File: config.mk
export PLATFORM = sky130hd
export DESIGN_NAME = resp_pkt_validator
export DESIGN_NICKNAME = d
export VERILOG_FILES = /design/src/rtl/rxv_pkg.sv /design/src/rtl/rxv_xor_acc.sv /design/src/rtl/rxv_frame_cap.sv /design/src/rtl/rxv_rules.sv /design/src/rtl/resp_pkt_validator.sv
export SDC_FILE = /design/constraint.sdc
export NUM_CORES = 1
export LEC_CHECK = 0
export BUFFER_PORTS_ARGS = -buffer_cell sky130_fd_sc_hd__buf_4
export CAP_MARGIN = 20
export CORE_UTILIZATION = 32
export DETAILED_ROUTE_END_ITERATION = 7
export SLEW_MARGIN = 20
export SYNTH_ARGS = -nofsm -noshare
export SYNTH_HDL_FRONTEND = slang
export SYNTH_SLANG_ARGS = --single-unit
File: constraint.sdc
create_clock -name clk -period 3.24 [get_ports clk]
set_input_delay 0.324 -clock clk [delete_from_list [all_inputs] [get_ports clk]]
set_output_delay 0.324 -clock clk [all_outputs]
set_load 0.02 [all_outputs]
File: src/rtl/rxv_pkg.sv
package rxv_pkg;

  typedef struct packed {
    logic [7:0] cmd;
    logic [7:0] rcp;
    logic [7:0] snd;
    logic [7:0] len;
  } frame_t;

  localparam logic [7:0] CMD_INFO     = 8'h05;
  localparam logic [7:0] CMD_INFO_EXT = 8'h06;
  localparam logic [7:0] CMD_ACK      = 8'h07;
  localparam logic [7:0] CMD_DATA     = 8'h08;

  localparam logic [7:0] LEN_INFO     = 8'd28;
  localparam logic [7:0] LEN_INFO_EXT = 8'd48;
  localparam logic [7:0] LEN_DATA_MIN = 8'd2;

  function automatic logic cmd_known(input logic [7:0] c);
    case (c)
      CMD_INFO, CMD_INFO_EXT, CMD_ACK, CMD_DATA,
      8'hFB, 8'hFC, 8'hFD, 8'hFE: cmd_known = 1'b1;
      default:                    cmd_known = 1'b0;
    endcase
  endfunction

  function automatic logic len_fits(input logic [7:0] c, input logic [7:0] l);
    case (c)
      CMD_INFO:                        len_fits = (l == LEN_INFO);
      CMD_INFO_EXT:                    len_fits = (l == LEN_INFO_EXT);
      CMD_DATA:                        len_fits = (l >= LEN_DATA_MIN);
      CMD_ACK, 8'hFB, 8'hFC, 8'hFD, 8'hFE: len_fits = (l == 8'd0);
      default:                         len_fits = 1'b1;
    endcase
  endfunction

endpackage

File: src/rtl/rxv_xor_acc.sv
module rxv_xor_acc #(
  parameter int NBYTES = 4
) (
  input  logic                  clk,
  input  logic                  rst,
  input  logic                  clear,
  input  logic                  word_vld,
  input  logic [8*NBYTES-1:0]   word,
  output logic [7:0]            acc
);

  logic [7:0] part [NBYTES+1];

  assign part[0] = 8'h00;

  for (genvar g = 0; g < NBYTES; g++) begin : g_fold
    assign part[g+1] = part[g] ^ word[8*g +: 8];
  end

  always_ff @(posedge clk) begin
    if (rst || clear)  acc <= 8'h00;
    else if (word_vld) acc <= acc ^ part[NBYTES];
  end

  AST_ACC_RESTART: assert property (@(posedge clk) disable iff (rst)
    clear |=> (acc == 8'h00));

endmodule

File: src/rtl/rxv_frame_cap.sv
module rxv_frame_cap
  import rxv_pkg::*;
#(
  parameter int CNT_W = 9
) (
  input  logic             clk,
  input  logic             rst,
  input  logic             clear,
  input  logic             word_vld,
  input  logic [31:0]      word,
  output frame_t           frm,
  output logic [CNT_W-1:0] wcnt
);

  localparam logic [CNT_W-1:0] CNT_MAX = '1;

  always_ff @(posedge clk) begin
    if (rst || clear) begin
      frm  <= '0;
      wcnt <= '0;
    end else if (word_vld) begin
      if (wcnt == '0) frm <= frame_t'(word);
      if (wcnt != CNT_MAX) wcnt <= wcnt + 1'b1;
    end
  end

  AST_CNT_RESTART: assert property (@(posedge clk) disable iff (rst)
    clear |=> (wcnt == '0));

  AST_CNT_STEP: assert property (@(posedge clk) disable iff (rst)
    (!clear && word_vld && wcnt != CNT_MAX) |=> (wcnt == $past(wcnt) + 1'b1));

endmodule

File: src/rtl/rxv_rules.sv
module rxv_rules
  import rxv_pkg::*;
#(
  parameter int BIT_W = 16,
  parameter int CNT_W = 9
) (
  input  logic [7:0]       cmd,
  input  logic [7:0]       len,
  input  logic [CNT_W-1:0] wcnt,
  input  logic [BIT_W-1:0] bits,
  input  logic [7:0]       acc,
  input  logic [7:0]       tail,
  output logic             err_crc,
  output logic             err_len,
  output logic             err_cmd
);

  logic [31:0] exp_bits;
  logic        bits_ok;
  logic        count_ok;
  logic        known;

  always_comb begin
    exp_bits = (32'(len) << 5) + 32'd40;
    bits_ok  = (32'(bits) == exp_bits);
    count_ok = (wcnt == CNT_W'(len) + CNT_W'(1));
    known    = cmd_known(cmd);
    err_crc  = (acc != tail);
    err_cmd  = !known;
    err_len  = (wcnt == '0) || !bits_ok || !count_ok || (known && !len_fits(cmd, len));
  end

endmodule

File: src/rtl/resp_pkt_validator.sv
module resp_pkt_validator
  import rxv_pkg::*;
#(
  parameter int BIT_W     = 16,
  parameter int MAX_WORDS = 256
) (
  input  logic             clk,
  input  logic             rst,
  input  logic             in_word_vld,
  input  logic [31:0]      in_word,
  input  logic             in_done,
  input  logic [BIT_W-1:0] in_bits,
  input  logic [7:0]       in_crc,
  output logic             out_vld,
  output logic             out_ok,
  output logic             out_err_crc,
  output logic             out_err_len,
  output logic             out_err_cmd,
  output logic [7:0]       out_cmd,
  output logic [7:0]       out_rcp,
  output logic [5:0]       out_snd,
  output logic [4:0]       out_sub_mask,
  output logic [7:0]       out_len
);

  localparam int CNT_W = $clog2(MAX_WORDS + 2);

  frame_t           frm;
  logic [CNT_W-1:0] wcnt;
  logic [7:0]       acc;
  logic             e_crc, e_len, e_cmd;

  rxv_xor_acc #(.NBYTES(4)) u_acc (
    .clk(clk), .rst(rst), .clear(in_done),
    .word_vld(in_word_vld), .word(in_word), .acc(acc)
  );

  rxv_frame_cap #(.CNT_W(CNT_W)) u_cap (
    .clk(clk), .rst(rst), .clear(in_done),
    .word_vld(in_word_vld), .word(in_word), .frm(frm), .wcnt(wcnt)
  );

  rxv_rules #(.BIT_W(BIT_W), .CNT_W(CNT_W)) u_rules (
    .cmd(frm.cmd), .len(frm.len), .wcnt(wcnt), .bits(in_bits),
    .acc(acc), .tail(in_crc),
    .err_crc(e_crc), .err_len(e_len), .err_cmd(e_cmd)
  );

  always_ff @(posedge clk) begin
    if (rst) begin
      out_vld      <= 1'b0;
      out_ok       <= 1'b0;
      out_err_crc  <= 1'b0;
      out_err_len  <= 1'b0;
      out_err_cmd  <= 1'b0;
      out_cmd      <= '0;
      out_rcp      <= '0;
      out_snd      <= '0;
      out_sub_mask <= '0;
      out_len      <= '0;
    end else begin
      out_vld <= in_done;
      if (in_done) begin
        out_ok       <= !(e_crc || e_len || e_cmd);
        out_err_crc  <= e_crc;
        out_err_len  <= e_len;
        out_err_cmd  <= e_cmd;
        out_cmd      <= frm.cmd;
        out_rcp      <= frm.rcp;
        out_snd      <= frm.snd[5:0];
        out_sub_mask <= frm.snd[4:0];
        out_len      <= frm.len;
      end
    end
  end

  AST_DONE_ALONE: assert property (@(posedge clk) disable iff (rst)
    !(in_done && in_word_vld));

  AST_VERDICT_NEXT: assert property (@(posedge clk) disable iff (rst)
    in_done |=> out_vld);

  AST_VERDICT_PULSE: assert property (@(posedge clk) disable iff (rst)
    (out_vld && !$past(in_done)) |-> 1'b0);

  AST_EMPTY_LEN: assert property (@(posedge clk) disable iff (rst)
    (in_done && wcnt == '0) |=> (out_err_len && !out_ok));

  AST_ACK_LEN: assert property (@(posedge clk) disable iff (rst)
    (out_vld && out_cmd == CMD_ACK && out_len != 8'd0) |-> out_err_len);

  AST_OK_CLEAN: assert property (@(posedge clk) disable iff (rst)
    out_ok |-> !(out_err_crc || out_err_len || out_err_cmd));

  AST_SUB_IN_SND: assert property (@(posedge clk) disable iff (rst)
    out_vld |-> (out_sub_mask == out_snd[4:0]));

endmodule

# Yosys cells after proc, flatten, opt, wreduce, memory -nomap -nowiden
# Cells that the tools add are included.
[totals]
ff_bits = 87
inputBits = 60
output_inout_bits = 40
word_cells = 58
[op_classes]
add_sub_neg = 3
magnitude_cmp = 1
n_eq_ne = 14
mux = 2
bitwise = 4
reduce_logical = 18
[ops]
columns = ["op", "count"]
rows = [
  ["$eq 16x32->1", 1],
  ["$eq 8x8->1 const B", 4],
  ["$xor 8x8->8", 4],
  ["$eq 8x3->1 const B", 3],
  ["$add 13x6->14 const B", 1],
  ["$add 8x1->9 const B", 1],
  ["$add 9x1->9 const B", 1],
  ["$eq 9x9->1", 1],
  ["$logic_not 9->1", 1],
  ["$ne 9x9->1 const B", 1],
  ["$eq 8x4->1 const B", 1],
  ["$eq 8x5->1 const B", 1],
  ["$eq 8x6->1 const B", 1],
  ["$ge 8x2->1 const B", 1],
  ["$logic_not 8->1", 1],
  ["$ne 8x8->1", 1],
  ["$reduce_or 8->1", 1],
  ["$logic_or 1x1->1", 6],
  ["$logic_not 1->1", 5],
  ["$reduce_or 5->1", 1],
  ["$pmux 1 s4", 1],
  ["$reduce_and 2->1", 2],
  ["$logic_and 1x1->1", 1],
  ["$mux 1", 1],
]

# Longest topological paths before layout
[depth]
ltp_word = 9
depth_mapped = 10
mapped_depth_nobuf = 9

# Cells and area by module
# From an unflattened synthesis, not the netlist that was laid out.
[hier_totals]
cells_unflattened = 491
area_unflattened_um2 = 4485.6
[modules_own_cells]
columns = ["mod", "instances", "cells_each", "area_per_inst_um2", "seq_area_each_um2"]
rows = [
  ["rxv_frame_cap", 1, 213, 2010.7, 820.8],
  ["resp_pkt_validator", 1, 118, 1265.0, 700.7],
  ["rxv_rules", 1, 91, 628.1, 0.0],
  ["rxv_xor_acc", 1, 69, 581.8, 160.2],
]

# Worst setup path after synthesis
# OpenSTA, ideal clock, no wires.
[synth_timing]
path_type = "flip-flop to flip-flop"
start = "register u_cap.frm[0] (netlist name)"
end = "register out_err_len"
setup_time_ps = 134
arrival_time_ps = 1868
required_ps = 3106
slack_ps = 1237
stages_incl_launch_ff = 9
n_path_buf = 1
synth_period_minus_slack_ps = 2003
cell_sequence = "dfxtp_1 clkbuf_1 inv_1 ha_1 nor3_1 o2111ai_1 a2111o_1 a2111oi_4 a211oi_1"
[synth_via]
elab_chain_cells = 6
elab_cells_between_ends = 16
classes_between = "add/sub (2); order compare (1); eq/ne (4); mux (1); reduce/logical (8)"
[synth_rtl]
columns = ["item", "line", "text"]
rows = [
  ["$add 13x6->14", "rxv_rules.sv:24", "exp_bits = (32'(len) << 5) + 32'd40;"],
  ["$eq 16x32->1", "rxv_rules.sv:25", "bits_ok = (32'(bits) == exp_bits);"],
  ["$logic_not 1->1", "rxv_rules.sv:30", "err_len = (wcnt == '0) || !bits_ok || !count_ok || (known && !len_fits(cmd, len));"],
  ["$logic_or 1x1->1 (2 in a row)", "rxv_rules.sv:30", ""],
  ["$logic_or 1x1->1 (*)", "rxv_rules.sv:30", ""],
  ["end signal: assignment", "resp_pkt_validator.sv:66", "out_err_len <= e_len;"],
  ["end: declaration", "resp_pkt_validator.sv:17", "output logic out_err_len,"],
]
# Every way passes the cells marked *; elsewhere a longest branch is shown, timed or not.
# A chain may end at the register's enable or synchronous reset.

# Final worst setup path
[layout_timing]
start = "register u_cap.wcnt[0]"
end = "register u_cap.frm[21] (netlist name)"
[layout_via]
elab_chain_cells = 2
[layout_rtl]
columns = ["item", "line", "text"]
rows = [
  ["start: declaration", "rxv_frame_cap.sv:12", "output logic [CNT_W-1:0] wcnt"],
  ["start signal: assignment", "rxv_frame_cap.sv:23", "if (wcnt != CNT_MAX) wcnt <= wcnt + 1'b1;"],
  ["$logic_not 9->1", "rxv_frame_cap.sv:22", "if (wcnt == '0) frm <= frame_t'(word);"],
  ["$reduce_and 2->1 (no line)", "-", ""],
]
# No other way between the ends.

==> flow_metrics.env <==
export IMPL_status="complete, no violations"
export IMPL_die_x_um=112.7
export IMPL_synth_compound_area_share_pct=4.880
export IMPL_die_h_um=112.7
export IMPL_p_leak_nw=2.248
export IMPL_muxShareOfSynthArea_pct=16.59
export IMPL_synth_commonest_cells="nor2_1 (88), dfxtp_1 (82), mux2i_1 (65)"
export IMPL_clockBufferDepth=2
export IMPL_gp_congestion=0.8408
export IMPL_syn_to_final_growth_pct=28.64
export IMPL_path_max_fanout=16
export IMPL_synthMostInstantiatedCell="nor2_1"
export IMPL_grt_setup_unrepaired="no"
export IMPL_synthAdderAreaFrac_pct=1.914
export IMPL_drt_iter0_drc=103
export IMPL_post_cts_buffers=0
export IMPL_timing_final_ws_setup_ps=828.1
export IMPL_place_hpwl_um=7348
export IMPL_io_pins=100
export IMPL_drc=0
export IMPL_finalSetupViolations=0
export IMPL_tightest_slew_ps=886.9
export IMPL_slew_violations=0
export IMPL_critPathBufInv=2
export IMPL_synth_top_family_by_area="simple AND/OR/NAND/NOR gates"
export IMPL_synth_cell_types=48
export IMPL_synth_largest_area_cell="dfxtp_1"
export IMPL_avgRoutedWirePerCell_um=15.11
export IMPL_drive_above_1_share_pct=24.95
export IMPL_grtUsageTotal_pct=16.32
export IMPL_cts_sinks=82
export IMPL_grt_max_degree=48
export IMPL_synth_ff_latch_count=82
export IMPL_cp_required_ps=3420
export IMPL_slowest_delay_ps=580
export IMPL_hold_viol=0
export IMPL_cts_root_buf="clkbuf_16"
export IMPL_diodes=0
export IMPL_synth_area_um2=3923
export IMPL_fin_crit_sh_pct=74.44
export IMPL_postSynthNetCount=491
export IMPL_cts_hold_buffers_added=0
export IMPL_worst_setup_path_start_kind="flop"
export IMPL_yosys_area_top_type_share_pct=41.85
export IMPL_antenna_found_initial=0
export IMPL_grt_pass1_vias=3126
export IMPL_start_util_pct=32.79
export IMPL_synthXorXnorAreaFrac_pct=11.16
export IMPL_synth_edff_count=0
export IMPL_ir_drop_mv=0.2483
export IMPL_maxSlewHeadroom_pct=40.87
export IMPL_fillers=1177
export IMPL_crit_path_end_kind="flop"
export IMPL_path_delay_family="simple AND/OR/NAND/NOR gates"
export IMPL_p_per_area_nw_per_um2=493.6
export IMPL_synthFlopType="dfxtp_1"
export IMPL_cp_slowest_cell="nand3_2"
export IMPL_clock_fmax_mhz=414.6
export IMPL_wirelength_um=9913
export IMPL_hold_path_class="in -> reg"
export IMPL_synth_top_cells_by_area="dfxtp_1 (42%), mux2i_1 (17%), nor2_1 (8.4%)"
export IMPL_fin_nets=570
export IMPL_maxCapViolCount=0
export IMPL_period_minus_slack_ps=2412
export IMPL_cts_clk_slew_worst_paths_ps=70
export IMPL_synthSimpleGateAreaFrac_pct=19.39
export IMPL_numCtsBuffers=9
export IMPL_cts_tree="built"
export IMPL_yosysSeqAreaShare_pct=41.85
export IMPL_clk_latency_ps=330
export IMPL_dpl_worst_slack_ps=876.3
export IMPL_overflow=0
export IMPL_timing_critical_path_cells="inv_1 > ha_1 > nor4b_1 > nand3_2 > buf_4 > mux2i_1 > nor2_1"
export IMPL_tns_ps=0
export IMPL_async_flop_share_pct=0
export IMPL_synth_cells=425
export IMPL_worst_clock_skew_ps=6.643
export IMPL_die_area_um2=12700
export IMPL_htreeDepth=3
export IMPL_core_area_um2=11960
export IMPL_portBuffers=99
export IMPL_synthesis_area_per_instance_um2=9.229
export IMPL_crit_type="reg -> reg"
export IMPL_ant_nets=0
export IMPL_via_per_inst=4.759
export IMPL_firstDrtPassIters=6
export IMPL_yosys_warnings=0
export IMPL_grt_pass1_wl_um=16090
export IMPL_vias=3122
export IMPL_arrival_ps=2600
export IMPL_ctsResizeCount=0
export IMPL_row_count=40
==> power by group <==
| part | leakage, nW | total [mW] | switching [mW] | internal [mW] |
|---|---|---|---|---|
| Combinational | 1.43 | 0.316 | 0.156 | 0.159 |
| Clock | 0.152 | 1.11 | 0.426 | 0.680 |
| Sequential | 0.666 | 1.07 | 0.0307 | 1.04 |
==> placed cells by master (no fill, tap or decap), types with 6 or more instances in the layout <==
cell type  instances
ha_1               6
xor2_1            22
nor2_1            88
buf_4            101
mux2i_1           65
dfxtp_1           82
nand3_1            8
nand2_1           20
clkbuf_16          9
nand4_1            7
xnor2_1           28
==> flip-flops by register name, indices dropped and copies added (netlist names) <==
name / cells
u_cap.frm: 30
u_cap.wcnt: 9
out_cmd: 8
out_len: 8
out_rcp: 8
u_acc.acc: 8
out_snd: 6
out_err_cmd: 1
out_err_crc: 1
out_err_len: 1
out_ok: 1
out_vld: 1
==> through the flow <==
stage	util (%)	instance area, um^2	power [mW]	instances	hold slack (ps)
after floorplan	-	3923	1.282	425	463.2
after global placement	39.46	4720	1.406	640	470.6
after detailed placement	39.46	4720	1.411	640	482.4
after CTS	42.19	5046	2.524	656	229.1
after global routing	42.19	5046	2.600	656	240.8
final	42.19	5046	2.491	656	238.9
==> final cells by class <==
| type | instances | area [um^2] | share of cell area, % |
|---|---|---|---|
| Inverter | 4 | 15.01 | 0.2975 |
| Clock buffer | 9 | 225.2 | 4.463 |
| Timing Repair Buffer | 101 | 758.2 | 15.03 |
| Multi-Input combinational cell | 306 | 2121 | 42.03 |
| Sequential cell | 82 | 1642 | 32.53 |
| Clock inverter | 7 | 101.3 | 2.008 |
| Tap cell | 147 | 183.9 | 3.645 |
==> layer usage <==
layer	up-vias	routed length, um	GRT usage [%]
met3	11	618	4.553
met4	0	112	5.244
li1	1586	-	-
met5	-	0	0
met2	85	4727	26.95
met1	1440	4454	20.59
==> worst min-delay path, cell delays in order <==
cell     delay, ps
buf_4           90
mux2i_1         60
nor2_1          70
==> path summary, 6_finish.rpt <==
| path | from | endpoint | slack, ps | cells past startpoint |
|---|---|---|---|---|
| setup reg to reg | u_cap.wcnt[0] | u_cap.frm[21] | 830 | 7 |
| setup / recovery | u_cap.wcnt[0] | u_cap.frm[21] | 830 | 7 |
| hold / removal | in_word[19] | u_cap.frm[19] | 240 | 3 |
| hold reg to reg | out_err_crc | out_err_crc | 490 | 2 |
==> cell families after synthesis <==
group / count (synthesis)
adder cells (fa/ha/maj): 6
AND/OR/NAND/NOR: 161
multiplexers: 65
flip-flops: 82
buffers and inverters: 37
XOR/XNOR: 50
AO/OA/AOI/OAI: 24
No activity file was read; power rests on OpenSTA's default activity.
